--- src/rtl/dpb_pkg.sv ---
package dpb_pkg;

  localparam int NUM_CH   = 2;
  localparam int SAMPLE_W = 11;
  localparam int SIG_W    = 16;

  typedef enum logic {
    ST_IDLE = 1'b0,
    ST_RUN  = 1'b1
  } run_state_t;

  typedef logic [SAMPLE_W-1:0] sample_t;

endpackage

--- src/rtl/dpb_ctrl.sv ---
module dpb_ctrl
  import dpb_pkg::*;
#(
  parameter int RUN_LEN = 512
) (
  input  logic clk,
  input  logic rst_n,
  input  logic start_i,
  output logic accept_o,
  output logic inject_o,
  output logic compact_o,
  output logic finish_o,
  output logic busy_o,
  output logic done_o
);

  localparam int CNT_W = $clog2(RUN_LEN + 1);
  localparam logic [CNT_W-1:0] LAST = CNT_W'(RUN_LEN);

  run_state_t       state_q, state_d;
  logic [CNT_W-1:0] cnt_q, cnt_d;
  logic             done_q, done_d;
  logic             cnt_en;

  always_comb begin
    accept_o  = (state_q == ST_IDLE) && start_i;
    inject_o  = (state_q == ST_RUN) && (cnt_q < LAST);
    compact_o = (state_q == ST_RUN) && (cnt_q != '0);
    finish_o  = (state_q == ST_RUN) && (cnt_q == LAST);
  end

  always_comb begin
    state_d = state_q;
    cnt_d   = cnt_q;
    done_d  = done_q;
    cnt_en  = 1'b0;
    if (accept_o) begin
      state_d = ST_RUN;
      cnt_d   = '0;
      done_d  = 1'b0;
      cnt_en  = 1'b1;
    end else if (finish_o) begin
      state_d = ST_IDLE;
      done_d  = 1'b1;
    end else if (state_q == ST_RUN) begin
      cnt_d  = cnt_q + 1'b1;
      cnt_en = 1'b1;
    end
  end

  always_ff @(posedge clk or negedge rst_n) begin
    if (!rst_n) begin
      state_q <= ST_IDLE;
      done_q  <= 1'b0;
    end else begin
      state_q <= state_d;
      done_q  <= done_d;
    end
  end

  always_ff @(posedge clk or negedge rst_n) begin
    if (!rst_n) begin
      cnt_q <= '0;
    end else if (cnt_en) begin
      cnt_q <= cnt_d;
    end
  end

  assign busy_o = (state_q == ST_RUN);
  assign done_o = done_q;

  AST_BUSY_AFTER_START: assert property (@(posedge clk) disable iff (!rst_n)
    (!busy_o && start_i) |=> (busy_o && !done_o));
  AST_RUN_ENDS: assert property (@(posedge clk) disable iff (!rst_n)
    (busy_o && cnt_q == LAST) |=> (!busy_o && done_o));
  AST_DONE_HOLD: assert property (@(posedge clk) disable iff (!rst_n)
    (done_o && !start_i) |=> done_o);
  AST_START_IGNORED: assert property (@(posedge clk) disable iff (!rst_n)
    (busy_o && start_i && cnt_q != LAST) |=> (busy_o && cnt_q != '0));

endmodule

--- src/rtl/dpb_pn_source.sv ---
module dpb_pn_source
  import dpb_pkg::*;
#(
  parameter int LFSR_W = 9,
  parameter int FB_TAP = 4,
  parameter int OUT_W  = SAMPLE_W
) (
  input  logic             clk,
  input  logic             rst_n,
  input  logic             load_seed_i,
  input  logic             step_i,
  output logic [OUT_W-1:0] sample_o
);

  localparam logic [LFSR_W-1:0] SEED = '1;

  logic [LFSR_W-1:0] st_q, st_d;
  logic              st_en;
  logic              fb;

  always_comb begin
    fb    = st_q[LFSR_W-1] ^ st_q[FB_TAP];
    st_d  = st_q;
    st_en = 1'b0;
    if (load_seed_i) begin
      st_d  = SEED;
      st_en = 1'b1;
    end else if (step_i) begin
      st_d  = {st_q[LFSR_W-2:0], fb};
      st_en = 1'b1;
    end
  end

  always_ff @(posedge clk or negedge rst_n) begin
    if (!rst_n) begin
      st_q <= SEED;
    end else if (st_en) begin
      st_q <= st_d;
    end
  end

  assign sample_o = OUT_W'(st_q);

  AST_PN_NONZERO: assert property (@(posedge clk) disable iff (!rst_n)
    st_q != '0);
  AST_PN_HOLD: assert property (@(posedge clk) disable iff (!rst_n)
    (!load_seed_i && !step_i) |=> $stable(st_q));

endmodule

--- src/rtl/dpb_chan_path.sv ---
module dpb_chan_path
  import dpb_pkg::*;
#(
  parameter int W       = SAMPLE_W,
  parameter bit INV_MSB = 1'b0
) (
  input  logic         clk,
  input  logic         rst_n,
  input  logic         inject_i,
  input  logic [W-1:0] pn_i,
  input  logic [W-1:0] adc_i,
  output logic [W-1:0] dout_o
);

  localparam logic [W-1:0] FMT_MASK = INV_MSB ? {1'b1, {(W-1){1'b0}}} : '0;

  logic [W-1:0] src;
  logic [W-1:0] dout_q, dout_d;
  logic         dout_en;

  always_comb begin
    src     = inject_i ? pn_i : adc_i;
    dout_d  = src ^ FMT_MASK;
    dout_en = 1'b1;
  end

  always_ff @(posedge clk or negedge rst_n) begin
    if (!rst_n) begin
      dout_q <= '0;
    end else if (dout_en) begin
      dout_q <= dout_d;
    end
  end

  assign dout_o = dout_q;

  AST_LIVE_INPUT: assert property (@(posedge clk) disable iff (!rst_n)
    !inject_i |=> ((dout_o ^ FMT_MASK) == $past(adc_i)));
  AST_LIVE_PN: assert property (@(posedge clk) disable iff (!rst_n)
    inject_i |=> ((dout_o ^ FMT_MASK) == $past(pn_i)));

endmodule

--- src/rtl/dpb_misr.sv ---
module dpb_misr
  import dpb_pkg::*;
#(
  parameter int             W    = SIG_W,
  parameter int             IN_W = SAMPLE_W,
  parameter logic [W-1:0]   POLY = 16'h1021
) (
  input  logic            clk,
  input  logic            rst_n,
  input  logic            clear_i,
  input  logic            en_i,
  input  logic [IN_W-1:0] data_i,
  output logic [W-1:0]    sig_next_o
);

  logic [W-1:0] m_q, m_d, shifted;
  logic         m_en;

  always_comb begin
    shifted    = {m_q[W-2:0], 1'b0} ^ (m_q[W-1] ? POLY : '0);
    sig_next_o = shifted ^ W'(data_i);
    m_d        = m_q;
    m_en       = 1'b0;
    if (clear_i) begin
      m_d  = '0;
      m_en = 1'b1;
    end else if (en_i) begin
      m_d  = sig_next_o;
      m_en = 1'b1;
    end
  end

  always_ff @(posedge clk or negedge rst_n) begin
    if (!rst_n) begin
      m_q <= '0;
    end else if (m_en) begin
      m_q <= m_d;
    end
  end

  AST_MISR_CLEAR: assert property (@(posedge clk) disable iff (!rst_n)
    clear_i |=> (m_q == '0));

endmodule

--- src/rtl/dp_bist_engine.sv ---
module dp_bist_engine
  import dpb_pkg::*;
#(
  parameter int RUN_LEN = 512,
  parameter int LFSR_W  = 9,
  parameter int FB_TAP  = 4
) (
  input  logic                  clk,
  input  logic                  rst_n,
  input  logic                  start_i,
  input  logic [NUM_CH-1:0]     chan_sel_i,
  input  logic                  pn_restart_i,
  input  logic [SAMPLE_W-1:0]   adc_a_i,
  input  logic [SAMPLE_W-1:0]   adc_b_i,
  output logic [SAMPLE_W-1:0]   dout_a_o,
  output logic [SAMPLE_W-1:0]   dout_b_o,
  output logic                  busy_o,
  output logic                  done_o,
  output logic [SIG_W/2-1:0]    sig_lo_o,
  output logic [SIG_W/2-1:0]    sig_hi_o
);

  localparam int HALF = SIG_W / 2;

  logic                accept, inject, compact, finish;
  sample_t             pn_sample;
  sample_t             adc_arr  [NUM_CH];
  sample_t             dout_arr [NUM_CH];
  logic [NUM_CH-1:0]   sel_q, sel_d;
  logic                sel_en;
  sample_t             cmp_word;
  logic [SIG_W-1:0]    misr_next;
  logic [SIG_W-1:0]    sig_q, sig_d;
  logic                sig_en;

  dpb_ctrl #(.RUN_LEN(RUN_LEN)) u_ctrl (
    .clk       (clk),
    .rst_n     (rst_n),
    .start_i   (start_i),
    .accept_o  (accept),
    .inject_o  (inject),
    .compact_o (compact),
    .finish_o  (finish),
    .busy_o    (busy_o),
    .done_o    (done_o)
  );

  dpb_pn_source #(.LFSR_W(LFSR_W), .FB_TAP(FB_TAP), .OUT_W(SAMPLE_W)) u_pn (
    .clk         (clk),
    .rst_n       (rst_n),
    .load_seed_i (accept && pn_restart_i),
    .step_i      (inject),
    .sample_o    (pn_sample)
  );

  // Run configuration is frozen at the accepted start.
  always_comb begin
    sel_d  = chan_sel_i;
    sel_en = accept;
  end

  always_ff @(posedge clk or negedge rst_n) begin
    if (!rst_n) begin
      sel_q <= '0;
    end else if (sel_en) begin
      sel_q <= sel_d;
    end
  end

  assign adc_arr[0] = adc_a_i;
  assign adc_arr[1] = adc_b_i;

  for (genvar g = 0; g < NUM_CH; g++) begin : g_ch
    dpb_chan_path #(.W(SAMPLE_W), .INV_MSB(g == 1)) u_path (
      .clk      (clk),
      .rst_n    (rst_n),
      .inject_i (inject && sel_q[g]),
      .pn_i     (pn_sample),
      .adc_i    (adc_arr[g]),
      .dout_o   (dout_arr[g])
    );
  end

  assign dout_a_o = dout_arr[0];
  assign dout_b_o = dout_arr[1];

  // Channel A takes the single signature slot whenever it is selected.
  always_comb begin
    cmp_word = sel_q[0] ? dout_arr[0] : dout_arr[1];
  end

  dpb_misr #(.W(SIG_W), .IN_W(SAMPLE_W), .POLY(16'h1021)) u_misr (
    .clk        (clk),
    .rst_n      (rst_n),
    .clear_i    (accept),
    .en_i       (compact),
    .data_i     (cmp_word),
    .sig_next_o (misr_next)
  );

  always_comb begin
    sig_d  = misr_next;
    sig_en = finish;
  end

  always_ff @(posedge clk or negedge rst_n) begin
    if (!rst_n) begin
      sig_q <= '0;
    end else if (sig_en) begin
      sig_q <= sig_d;
    end
  end

  assign sig_lo_o = sig_q[HALF-1:0];
  assign sig_hi_o = sig_q[SIG_W-1:HALF];

  AST_SIG_HOLD: assert property (@(posedge clk) disable iff (!rst_n)
    !finish |=> $stable(sig_q));
  AST_SIG_AT_FALL: assert property (@(posedge clk) disable iff (!rst_n)
    (busy_o && finish) |=> (!busy_o && done_o));
  AST_SEL_STABLE: assert property (@(posedge clk) disable iff (!rst_n)
    (busy_o && !finish) |=> $stable(sel_q));

endmodule

--- config.mk ---
export PLATFORM = sky130hd
export DESIGN_NAME = dp_bist_engine
export DESIGN_NICKNAME = d
export VERILOG_FILES = /design/src/rtl/dpb_pkg.sv /design/src/rtl/dpb_ctrl.sv /design/src/rtl/dpb_pn_source.sv /design/src/rtl/dpb_chan_path.sv /design/src/rtl/dpb_misr.sv /design/src/rtl/dp_bist_engine.sv
export SDC_FILE = /design/constraint.sdc
export NUM_CORES = 1
export LEC_CHECK = 0
export ABC_AREA = 1
export BUFFER_PORTS_ARGS = -buffer_cell sky130_fd_sc_hd__buf_4
export CORE_AREA = 4 4 99 82
export DETAILED_ROUTE_END_ITERATION = 8
export DIE_AREA = 0 0 103 86
export GPL_TIMING_DRIVEN = 0
export PLACE_DENSITY = 0.83
export SLEW_MARGIN = 30
export SYNTH_ARGS = -nofsm -noshare
export SYNTH_HDL_FRONTEND = slang
export SYNTH_SLANG_ARGS = --single-unit
--- constraint.sdc ---
create_clock -name clk -period 1.45 [get_ports clk]
set_input_delay 0 -clock clk [delete_from_list [all_inputs] [get_ports clk]]
set_output_delay 0 -clock clk [all_outputs]
set_load 0.1 [all_outputs]
==> results of run 1 <==
-- cells in the final DEF, fill, tap and decap left out, types with 2 or more instances in the layout --
| master | count |
|---|---|
| buf_12 | 2 |
| buf_2 | 4 |
| buf_4 | 82 |
| buf_6 | 9 |
| clkbuf_2 | 3 |
| clkbuf_4 | 2 |
| clkbuf_8 | 10 |
| clkinv_4 | 2 |
| dfrtp_1 | 45 |
| dfrtp_2 | 22 |
| dfstp_2 | 9 |
| dlygate4sd3_1 | 25 |
| inv_1 | 28 |
| inv_2 | 3 |
| inv_6 | 3 |
| nand2_1 | 121 |
| nand2_2 | 35 |
| nand2_4 | 12 |
| nand3_1 | 20 |
| nand3_2 | 4 |
| nand4_1 | 3 |
| nor2_1 | 8 |
| nor2_2 | 5 |
| nor2_4 | 2 |
| o211ai_1 | 9 |
| o21ai_0 | 18 |
| o21ai_1 | 14 |
| xnor2_1 | 2 |
| xor2_1 | 14 |
-- cell families after synthesis --
| group | after synthesis | synth area share (%) |
|---|---|---|
| and+or+nand+nor | 212 | 25.1 |
| DFF | 77 | 56.5 |
| buffers and inverters | 49 | 6.42 |
| AOI/OAI and AO/OA | 44 | 7.15 |
| xor gates and xnor gates | 16 | 4.09 |
| adders and majority gates | 2 | 0.730 |
-- cell type report --
type	instances	area share, %
tap	90	2.24
clock inverter	5	1.20
timing repair buffer	113	18.9
clock buffer	11	2.82
multi-input combinational	274	30.5
inverter	35	2.97
buffer	14	2.12
sequential	77	39.2
-- cells in the mapped netlist --
cell type / instances
a21oi_1: 1
buf_2: 6
buf_4: 1
buf_6: 3
clkbuf_1: 4
dfrtp_1: 68
dfstp_2: 9
ha_1: 2
inv_1: 31
inv_2: 3
inv_4: 1
nand2_1: 165
nand2_2: 3
nand3_1: 25
nand4_1: 3
nor2_1: 14
nor2_2: 1
nor2_8: 1
o211ai_1: 9
o21a_1: 1
o21ai_0: 24
o21ai_1: 9
xnor2_1: 2
xor2_1: 14
-- state kept, by name, indices dropped and copies added, names as in the netlist --
name	flops
u_ctrl.cnt_q	10
g_ch.u_path.dout_o	22
sig_q	16
sel_q	2
u_ctrl.busy_o	1
u_misr.m_q	16
u_pn.st_q	9
u_ctrl.done_o	1
-- metrics by stage --
stage,area (µm²),TNS [ps],instances,worst slack (ps)
final,5020,-2560,619,-107
after global routing,5020,-4800,619,-206
after global placement,4100,-1490,557,-85.1
after detailed placement,4100,-2780,557,-128
after floorplan,3480,0,400,2.89
after CTS,4760,-70.0,614,-20.2
-- critical path: stages (launching register included) --
cell and delay [ps]:
dfrtp_1 450, clkbuf_4 260, nand2_1 60, o21ai_0 130, xor2_1 360, nand2_1 150, nand2_1 90
-- how the worst max path moves through the flow --
stage / end / cells past startpoint / start / slack [ps]
4_1_cts: sig_q[7] / 10 / u_ctrl.cnt_q[0] / -20
3_5_place_dp: u_ctrl.cnt_q[9] / 7 / u_ctrl.cnt_q[0] / -130
5_1_grt: u_ctrl.cnt_q[9] / 9 / u_ctrl.cnt_q[2] / -210
2_1_floorplan: sig_q[5] / 5 / g_ch[0].u_path.dout_o[5] / 3
3_3_place_gp: u_ctrl.cnt_q[9] / 7 / u_ctrl.cnt_q[0] / -90
6_report: sig_q[0] / 6 / sel_q[0] / -110
-- power breakdown --
part / switching [mW] / internal (mW)
Clock: 0.790 / 0.846
Sequential: 0.248 / 2.42
Combinational: 0.743 / 0.466
Total: 1.78 / 3.73
-- layer usage --
layer	track usage (%)	vias up	share of wire, %
met1	29.5	1510	39
met3	5.85	30	7.7
met2	36.1	160	50
met5	0	-	0
li1	-	1504	-
met4	7.29	0	3.0
-- repair_timing --
action / 4_1_cts / 5_1_grt
endpoints found under the setup margin: 33 / 76
cloned: 2 / 0
resized for setup: 23 / 80
pin swaps: 4 / 17
setup buffers: 14 / 5
endpoints found under the hold margin: 92 / 0
hold buffers: 25 / 0
==> results.md, run 1 <==
* # diodes at 0
* Root buffer cell: clkbuf_8
* Vias per cell at 5.18
* GPL Wtd Cong at 0.813
* CTS Buffer Depth at 2
* R2r worst-path depth at 6
* Mapped Nets at 430
* Hold Path End: u_pn.st_q[3]
* FF-to-FF Start: sel_q[0]
* Post-layout util at 69.5%
* Floorplan core area at 7220 µm²
* Worst skew pair latency at 350 ps
* Largest net degree at the start of global routing at 78
* Max Cap Viol at 0
* Multi-input gate area at 1530 µm²
* Std-Cell Rows at 28
* Synth unique cells at 24
* Post-synth top area share at 49.6%
* Drc violations at 0
* Synth Register Bits at 77
* CTS buffer count at 9
* Relative slew slack at 54.8%
* Grt total ovfl at 0
* Share of layout cells above drive strength 1 at 41.6%
* Routed WL at 9910 µm
* Port Buffers at 67
* Initial DRC count at 226
* Final Net Count at 554
* Reg2reg end: sig_q[0]
* Io pins at 68
* Hold Slack at 12.8 ps
* Wire per inst at 16.0 µm
* Status: finished, violations left
* Max VDD drop at 0.667 mV
* Number of global-route vias before repair at 3192
* Critical path data arrival time at 1850 ps
* Mapped Area at 3430 µm²
* Clock-pin slew on the worst setup and hold paths at 80 ps
* Detailed Place HPWL at 5730 µm
* Slew @ Worst Pin at 678 ps
* Startpoint types: register
* Register area at 1970 µm²
* Pins Over Slew Limit at 0
* Initial antenna violation count at 0
* GRT Total Usage at 22.4%
* Clock sinks at 77
* Die H at 86 µm
* Kind of critical path: reg2reg
* Fill cells at 478
* Die Span X at 103 µm
* RSZ-0062 raised after global routing: true
* Avg Synthesized Cell Area at 8.57 µm²
* CTS tree: done
* Fin crit share at 107%
* Area growth syn-to-layout at 46.3%
* Final Hold Viols at 0
* Clk_skew at 12.7 ps
* Reg2reg setup slack at -110 ps
* PD cells at 1100 nW/µm²
* Sequential cell area fraction in the yosys report at 56.5%
* ANT nets after route at 0
* Yosys warns at 0
* Cells after synthesis at 400
* Static leakage at 2.55 nW
* Crit path capture type: register
* Final Worst Setup Slack at -107 ps
* First-pass GRT wire length at 15300 µm
* Worst Path Max Fanout at 10
* Worst hold path cell count at 3
* Min Clock Period, post-route at 1560 ps
* CP required at 1750 ps
* Failing checks: setup timing
* Hold Crit Start: pn_restart_i
* Top cells by area, synth: dfrtp_1 50%, nand2_1 18%, dfstp_2 6.9%
* Hold/Removal Path Class: in2reg
* Drt first pass iters at 5
* Power after layout at 5.51 mW
* F_max at 642 MHz
* Synth area leader: dfrtp_1
* Initial core utilization at 47.5%
* H-tree levels at 3
* Via count at 3204
* Die ar. at 8860 µm²
* Final setup viols at 37
No activity file was read; power rests on OpenSTA's default activity.
==> run 2, diff against run 1 <==
- CORE_AREA: 4 4 99 82 -> 4 4 103 85
- DIE_AREA: 0 0 103 86 -> 0 0 107 89
- SYNTH_HIERARCHICAL: unset -> 1
==> run 2 against run 1 <==
Routed wire length is 1.2% higher; critical path depth is 4 higher; combinational power is 14% higher; fmax is 6.8% lower; count of clock-buffer cells in the layout is 1 lower; clock skew is 3.0 ps lower; sequential share of layout area is 2.9 points lower; critical path type unchanged; largest cell class unchanged; the flow still finishes with violations (setup timing).
==> results.md, run 2 <==
* Initial DRC count at 379 (+68%)
* # diodes at 0 (unchanged)
* Crit path capture type: register
* Number of global-route vias before repair at 3302 (+3.4%)
* Port Buffers at 67 (unchanged)
* Drt first pass iters at 5 (unchanged)
* Count leader, synth: nand2_1
* Largest net degree at the start of global routing at 78 (unchanged)
* GPL Wtd Cong at 0.921 (+13%)
* Synth area leader: dfrtp_1
* CP Capture Point: u_misr/m_q[10]
* Root buffer cell: clkbuf_8
* Failing checks: setup timing
* Grt total ovfl at 0 (unchanged)
* Slew @ Worst Pin at 673 ps (-4.54 ps)
* Floorplan core area at 7760 µm² (+7.6%)
* Final setup viols at 38 (+2.7%)
* EDFF count, synth at 0 (unchanged)
* Post-synth top area share at 45.2% (-4.4 points)
* Avg Synthesized Cell Area at 8.31 µm² (-3.0%)
* Hold/Removal Path Class: in2reg
* Clock sinks at 77 (unchanged)
* Max FFs per register at 22 (unchanged)
* CTS Buffer Depth at 2 (unchanged)
* Initial core utilization at 48.5% (+0.98 points)
* Yosys warns at 6 (+6)
* Relative slew slack at 55.1% (+0.30 points)
* Clock-pin slew on the worst setup and hold paths at 80 ps (about the same)
* Worst skew pair latency at 360 ps (about the same)
* Critical path data arrival time at 1940 ps (+90 ps)
* CTS buffer count at 9 (unchanged)
* Area growth syn-to-layout at 42.2%
* Total negative setup slack at -5650 ps (-3090 ps)
* Sequential cell area fraction in the yosys report at 51.5% (-5.1 points)
* Commonest non-fill, non-tap cells in the layout: 192 x nand2_1, 96 x buf_4, 62 x dfrtp_1, 40 x inv_1, 26 x dlygate4sd3_1
* Routed WL at 10000 µm (+1.2%)
* Synth top cells by count: 207 x nand2_1, 68 x dfrtp_1, 45 x inv_1
* F_max at 599 MHz (-6.8%)
* GRT Total Usage at 20.5% (-1.9 points)
* Mapped Area at 3770 µm² (+9.8%)
* Status: finished, violations left
* Hold Crit Start: pn_restart_i
* Ys flop type: dfrtp_1
* CTS tree: done
* Die ar. at 9520 µm² (+7.5%)
* Die Span X at 107 µm (+3.9%)
* Clk_skew at 9.70 ps (-2.96 ps)
* CP required at 1720 ps (-30 ps)
* Synth unique cells at 31 (+29%)
* Ys async rst share at 100% (unchanged)
* ANT nets after route at 0 (unchanged)
* Detailed Place HPWL at 6130 µm (+6.9%)
* Drc violations at 0 (unchanged)
* First-pass GRT wire length at 15200 µm (-0.72%)
* Top cells by area, synth: dfrtp_1 45%, nand2_1 21%, dfstp_2 6.3%
* R2r worst-path depth at 10 (+4)
* Cells after synthesis at 453 (+13%)
* Reg2reg setup slack at -220 ps (-110 ps)
* Area after DPL at 4470 µm² (+9.0%)
* Commonest non-fill, non-tap cell in the layout: nand2_1
* Hold Slack at 89.7 ps (+76.9 ps)
* Placed cells at 629 (+13%)
* Kind of critical path: reg2reg
* Power after layout at 5.95 mW (+8.0%)
* Wire per inst at 14.4 µm (-10%)
* H-tree levels at 3 (unchanged)
* FF-to-FF Start: u_ctrl/cnt_q[6]
* Pins Over Slew Limit at 0 (unchanged)
* Std-Cell Rows at 29 (+3.6%)
* Vias per cell at 4.94 (-4.6%)
* Share of layout cells above drive strength 1 at 35.8% (-5.8 points)
* Design area at 5360 µm² (+6.7%)
* PD cells at 1110 nW/µm² (+1.3%)
* Startpoint types: register
* Min Clock Period, post-route at 1670 ps (+113 ps)
* Final Net Count at 615 (+11%)
* Initial antenna violation count at 0 (unchanged)
* CP startpoint: u_ctrl/cnt_q[6]
* Post-route insts no fill at 698 (+13%)
* Synth Register Bits at 77 (unchanged)
* Worst Path Max Fanout at 5 (-5)
* Fin crit share at 115% (+7.8 points)
* Final Worst Setup Slack at -220 ps (-113 ps)
* Die H at 89 µm (+3.5%)
* Max Cap Viol at 0 (unchanged)
* Via count at 3448 (+7.6%)
* Static leakage at 2.77 nW (+8.8%)
* Final Hold Viols at 0 (unchanged)
* RSZ-0062 raised after global routing: true
* Reg2reg end: u_misr/m_q[10]
* Max VDD drop at 0.659 mV (-1.3%)
* Io pins at 68 (unchanged)
run 2: cell families (layout without fill, tap and decap cells):
logic type      count (synthesis)  count (layout)  synth area share, %
simple gates                  253             254                 27.4
buf+inv                        71             206                 10.4
flops                          77              77                 51.5
fa+ha+maj                       2               2                0.664
compound gates                 34              34                 6.45
xor+xnor                       15              15                 3.49
other cells                     1               2               0.0996
run 2: worst min path at each step:
| stage | endpoint | slack, ps | depth (start not counted) |
|---|---|---|---|
| after floorplan | g_ch[0].u_path/dout_o[0] | -300 | 0 |
| after global placement | sel_q[1] | 200 | 1 |
| after detailed placement | u_ctrl/cnt_q[0] | 200 | 1 |
| after CTS | u_pn/st_q[8] | 80 | 6 |
| after global routing | u_pn/st_q[2] | 120 | 6 |
| final | u_pn/st_q[8] | 90 | 6 |
run 2: power by group:
group,leakage [nW],switching [mW],internal (mW)
logic,1.72,0.794,0.589
clock network,0.116,0.789,1.14
registers,0.931,0.226,2.41
run 2: cell type report:
class	count	area [µm²]
Fill cell	592	2410
Clock buffer	10	128
Sequential cell	77	1950
Timing Repair Buffer	119	995
Timing Repair inverter	1	8.76
Buffer	18	181
Clock inverter	6	111
Multi-Input combinational cell	307	1630
Tap cell	108	135
Inverter	52	219
run 2: what timing repair did:
item | in CTS | in global routing
endpoints found under the setup margin | 66 | 50
cloned | 3 | 2
hold buffers | 26 | 0
setup buffers | 12 | 11
pin swaps | 4 | 11
resized for setup | 15 | 32
endpoints found under the hold margin | 94 | 0
run 2: metrics by stage:
stage	util (%)	setup WS, ps
global placement	57.5	-256
floorplan	-	-127
detailed placement	57.5	-313
global route	69.0	-288
finish	69.0	-220
CTS	66.4	-155
run 2: critical path, stage by stage, from the launching register on:
cell and delay, ps:
dfrtp_1 450, inv_1 80, nand2_1 110, nor2_4 50, and2_4 160, a31oi_4 170, inv_2 70, nor2_4 160
inv_4 70, buf_8 140, o22ai_2 110
run 2: per-layer routing:
metal	routed length [µm]	GRT usage (%)
met1	3940	24.6
met2	5010	35.5
met5	0	0
met4	369	10.7
met3	714	4.19
==> run 3, diff against run 2 <==
- ABC_AREA: 1 -> unset
- CORE_AREA: 4 4 103 85 -> 4 4 101 84
- DIE_AREA: 0 0 107 89 -> 0 0 105 88
==> run 3 against run 2 <==
The flow still finishes with violations (setup timing); hold slack got worse by 80 ps; count of clock-buffer cells in the layout increased by 2; sequential share of layout area increased by 1.1 points; clock skew hardly changed; synthesized cell count shrank 40%; power is 59% higher; utilization increased by 1.8 points; cell area down 2.8%.
==> results.md, run 3 <==
* CTS buffer count at 9 (unchanged)
* Clk_skew at 9.24 ps (-0.460 ps)
* Final Hold Viols at 0 (unchanged)
* Switch Pwr at 3.79 mW (+110%)
* Synth unique cells at 42 (+35%)
* Top cells by area, synth: dfrtp_1 47%, mux2_4 12%, mux2i_1 7.4%
* Sw Ratio at 40.0% (+9.6 points)
* Commonest non-fill, non-tap cells in the layout: 89 x buf_4, 59 x dfrtp_1, 35 x mux2_4, 26 x mux2i_1, 25 x dlygate4sd3_1
* Avg Synthesized Cell Area at 13.4 µm² (+61%)
* Crit path capture type: register
* First-pass GRT wire length at 15000 µm (-1.2%)
* Via count at 2651 (-23%)
* Max FFs per register at 22 (unchanged)
* Pins Over Slew Limit at 0 (unchanged)
* Internal power at 5.69 mW (+37%)
* Multi-input gate area at 1640 µm² (+0.77%)
* Max VDD drop at 1.52 mV (+130%)
* Post-layout util at 70.7% (+1.8 points)
* Total negative setup slack at -11400 ps (-5750 ps)
* Root buffer cell: clkbuf_8
* Initial DRC count at 126 (-67%)
* Hold Slack at 9.60 ps (-80.1 ps)
* Die H at 88 µm (-1.1%)
* Initial core utilization at 49.6% (+1.1 points)
* Static leakage at 2.62 nW (-5.3%)
* Std-Cell Rows at 28 (-3.4%)
* Largest net degree at the start of global routing at 78 (unchanged)
* Die ar. at 9240 µm² (-3.0%)
* Synth Register Bits at 77 (unchanged)
* Kind of critical path: reg2reg
* CP required at 1680 ps (-40 ps)
* RSZ-0062 raised after global routing: true
* GPL Wtd Cong at 0.794 (-14%)
* EDFF count, synth at 0 (unchanged)
* Area growth syn-to-layout at 42.6%
* Place WS at -747 ps (-434 ps)
* Sequential cell area fraction in the yosys report at 53.1% (+1.6 points)
* Io pins at 68 (unchanged)
* Worst Path Max Fanout at 6 (+1)
* Routed WL at 9560 µm (-4.7%)
* Final setup viols at 47 (+24%)
* PD cells at 1820 nW/µm² (+64%)
* Initial antenna violation count at 0 (unchanged)
* Vias per cell at 5.38 (+8.9%)
* Floorplan core area at 7360 µm² (-5.3%)
* Drc violations at 0 (unchanged)
* Count leader, synth: dfrtp_1
* Slew @ Worst Pin at 699 ps (+25.6 ps)
* # diodes at 0 (unchanged)
* Fill cells at 432 (-27%)
* Ys async rst share at 100% (unchanged)
* Ys flop type: dfrtp_1
* Wire per inst at 19.4 µm (+35%)
* Final Worst Setup Slack at -421 ps (-201 ps)
* F_max at 534 MHz (-11%)
* Share of layout cells above drive strength 1 at 52.9% (+17 points)
* ANT nets after route at 0 (unchanged)
* FF-to-FF Start: u_ctrl/cnt_q[0]
* Hold/Removal Path Class: in2reg
* Sequential Power Share at 38.2% (-6.1 points)
* Drt first pass iters at 4 (-1)
* Die Span X at 105 µm (-1.9%)
* GRT Total Usage at 21.2% (+0.72 points)
* CP startpoint: u_ctrl/cnt_q[0]
* CTS tree: done
* Synth area leader: dfrtp_1
* Register area at 1950 µm² (+0.19%)
* Synth top cells by count: 68 x dfrtp_1, 29 x mux2_4, 27 x mux2i_1
* Hold Crit Start: start_i
* Failing checks: setup timing
* H-tree levels at 3 (unchanged)
* Max Cap Viol at 0 (unchanged)
* Number of global-route vias before repair at 2811 (-15%)
* Port Buffers at 67 (unchanged)
* Min Clock Period, post-route at 1870 ps (+201 ps)
* Status: finished, violations left
* Final Net Count at 428 (-30%)
* Grt total ovfl at 0 (unchanged)
* Detailed Place HPWL at 5460 µm (-11%)
* Post-synth top area share at 46.6% (+1.4 points)
* Logic pwr share at 40.4% (+17 points)
* Clock-pin slew on the worst setup and hold paths at 80 ps (about the same)
* Worst skew pair latency at 350 ps (about the same)
* Mapped Area at 3650 µm² (-3.1%)
* Clock sinks at 77 (unchanged)
* Clk network pwr share at 21.4% (-11 points)
* Startpoint types: register
* Cells after synthesis at 272 (-40%)
* Critical path data arrival time at 2100 ps (+160 ps)
* Commonest non-fill, non-tap cell in the layout: buf_4
* Relative slew slack at 53.4% (-1.7 points)
* CTS Buffer Depth at 2 (unchanged)
* Fin crit share at 129% (+14 points)
* Yosys warns at 6 (unchanged)
==> run 3: changes by cell type after synthesis, sizes merged, moves of 9 or more <==
cell	before	now
nand2	216	15
o21ai	18	3
inv	52	8
mux2	0	50
xnor2	13	1
mux2i	0	27
nand3	15	6
xor2	2	13
==> run 3: worst paths after layout <==
path / end / slack (ps) / cells past startpoint
max: sig_q[15] / -420 / 7
min: u_ctrl/cnt_q[4] / 10 / 4
max reg2reg: sig_q[15] / -420 / 7
min reg2reg: sel_q[1] / 520 / 1
max in group asynchronous: u_ctrl/cnt_q[1] / 680 / 2
min in group asynchronous: g_ch[1].u_path/dout_o[1] / 230 / 2
==> run 3: through the flow <==
step                cells  area, µm²  power, mW
floorplan             273       3690       6.11
global placement      430       4300       6.82
detailed placement    430       4300       6.97
CTS                   490       5120       9.29
global route          493       5200       9.88
finish                493       5200       9.48
==> run 3: cell families (layout without fill, tap and decap cells) <==
logic type	Yosys count	after routing	share of synthesized area, %
flops	77	77	53.1
compound gates	19	19	3.53
buf+inv	27	157	5.28
simple gates	54	54	7.44
mux	77	77	25.8
fa+ha+maj	2	2	0.686
other cells	1	2	0.103
xor+xnor	15	15	4.05
==> run 3: critical path, stage by stage, from the launching register on <==
cell     delay [ps]
dfrtp_2         430
inv_2           100
ha_4            140
nor4b_4         210
and3_4          230
and2_4          210
buf_8           150
mux2_4          290
==> run 3: power groups by stage <==
stage | clock [mW] | sequential [mW] | combinational (mW)
2_1_floorplan | 0 | 4.54 | 1.57
3_3_place_gp | 0 | 3.53 | 3.28
3_5_place_dp | 0 | 3.56 | 3.41
4_1_cts | 2.03 | 3.55 | 3.70
5_1_grt | 2.15 | 3.69 | 4.04
6_report | 2.02 | 3.63 | 3.83
==> run 3: per-layer routing <==
layer	part of all wire [%]	vias up	track usage, %	wire length [µm]
li1	-	1191	-	-
met1	43	1362	27.3	4080
met2	51	88	36.1	4910
met3	4.7	10	3.91	445
met4	1.3	0	8.58	120
met5	0	-	0	0
==> run 3: area by class of cell <==
class / count / area share, %
Tap cell: 90 / 2.16
Clock buffer: 12 / 2.98
Inverter: 8 / 0.769
Buffer: 17 / 3.56
Clock inverter: 4 / 1.83
Timing Repair Buffer: 116 / 19.7
Multi-Input combinational cell: 169 / 31.5
Sequential cell: 77 / 37.5
==> run 3: what timing repair did <==
item	in CTS	in global routing
endpoints found under the setup margin	68	62
gates resized for setup	40	13
pin swaps	9	7
endpoints found under the hold margin	92	0
gates cloned	4	0
buffers inserted	16	5
hold buffers	25	0
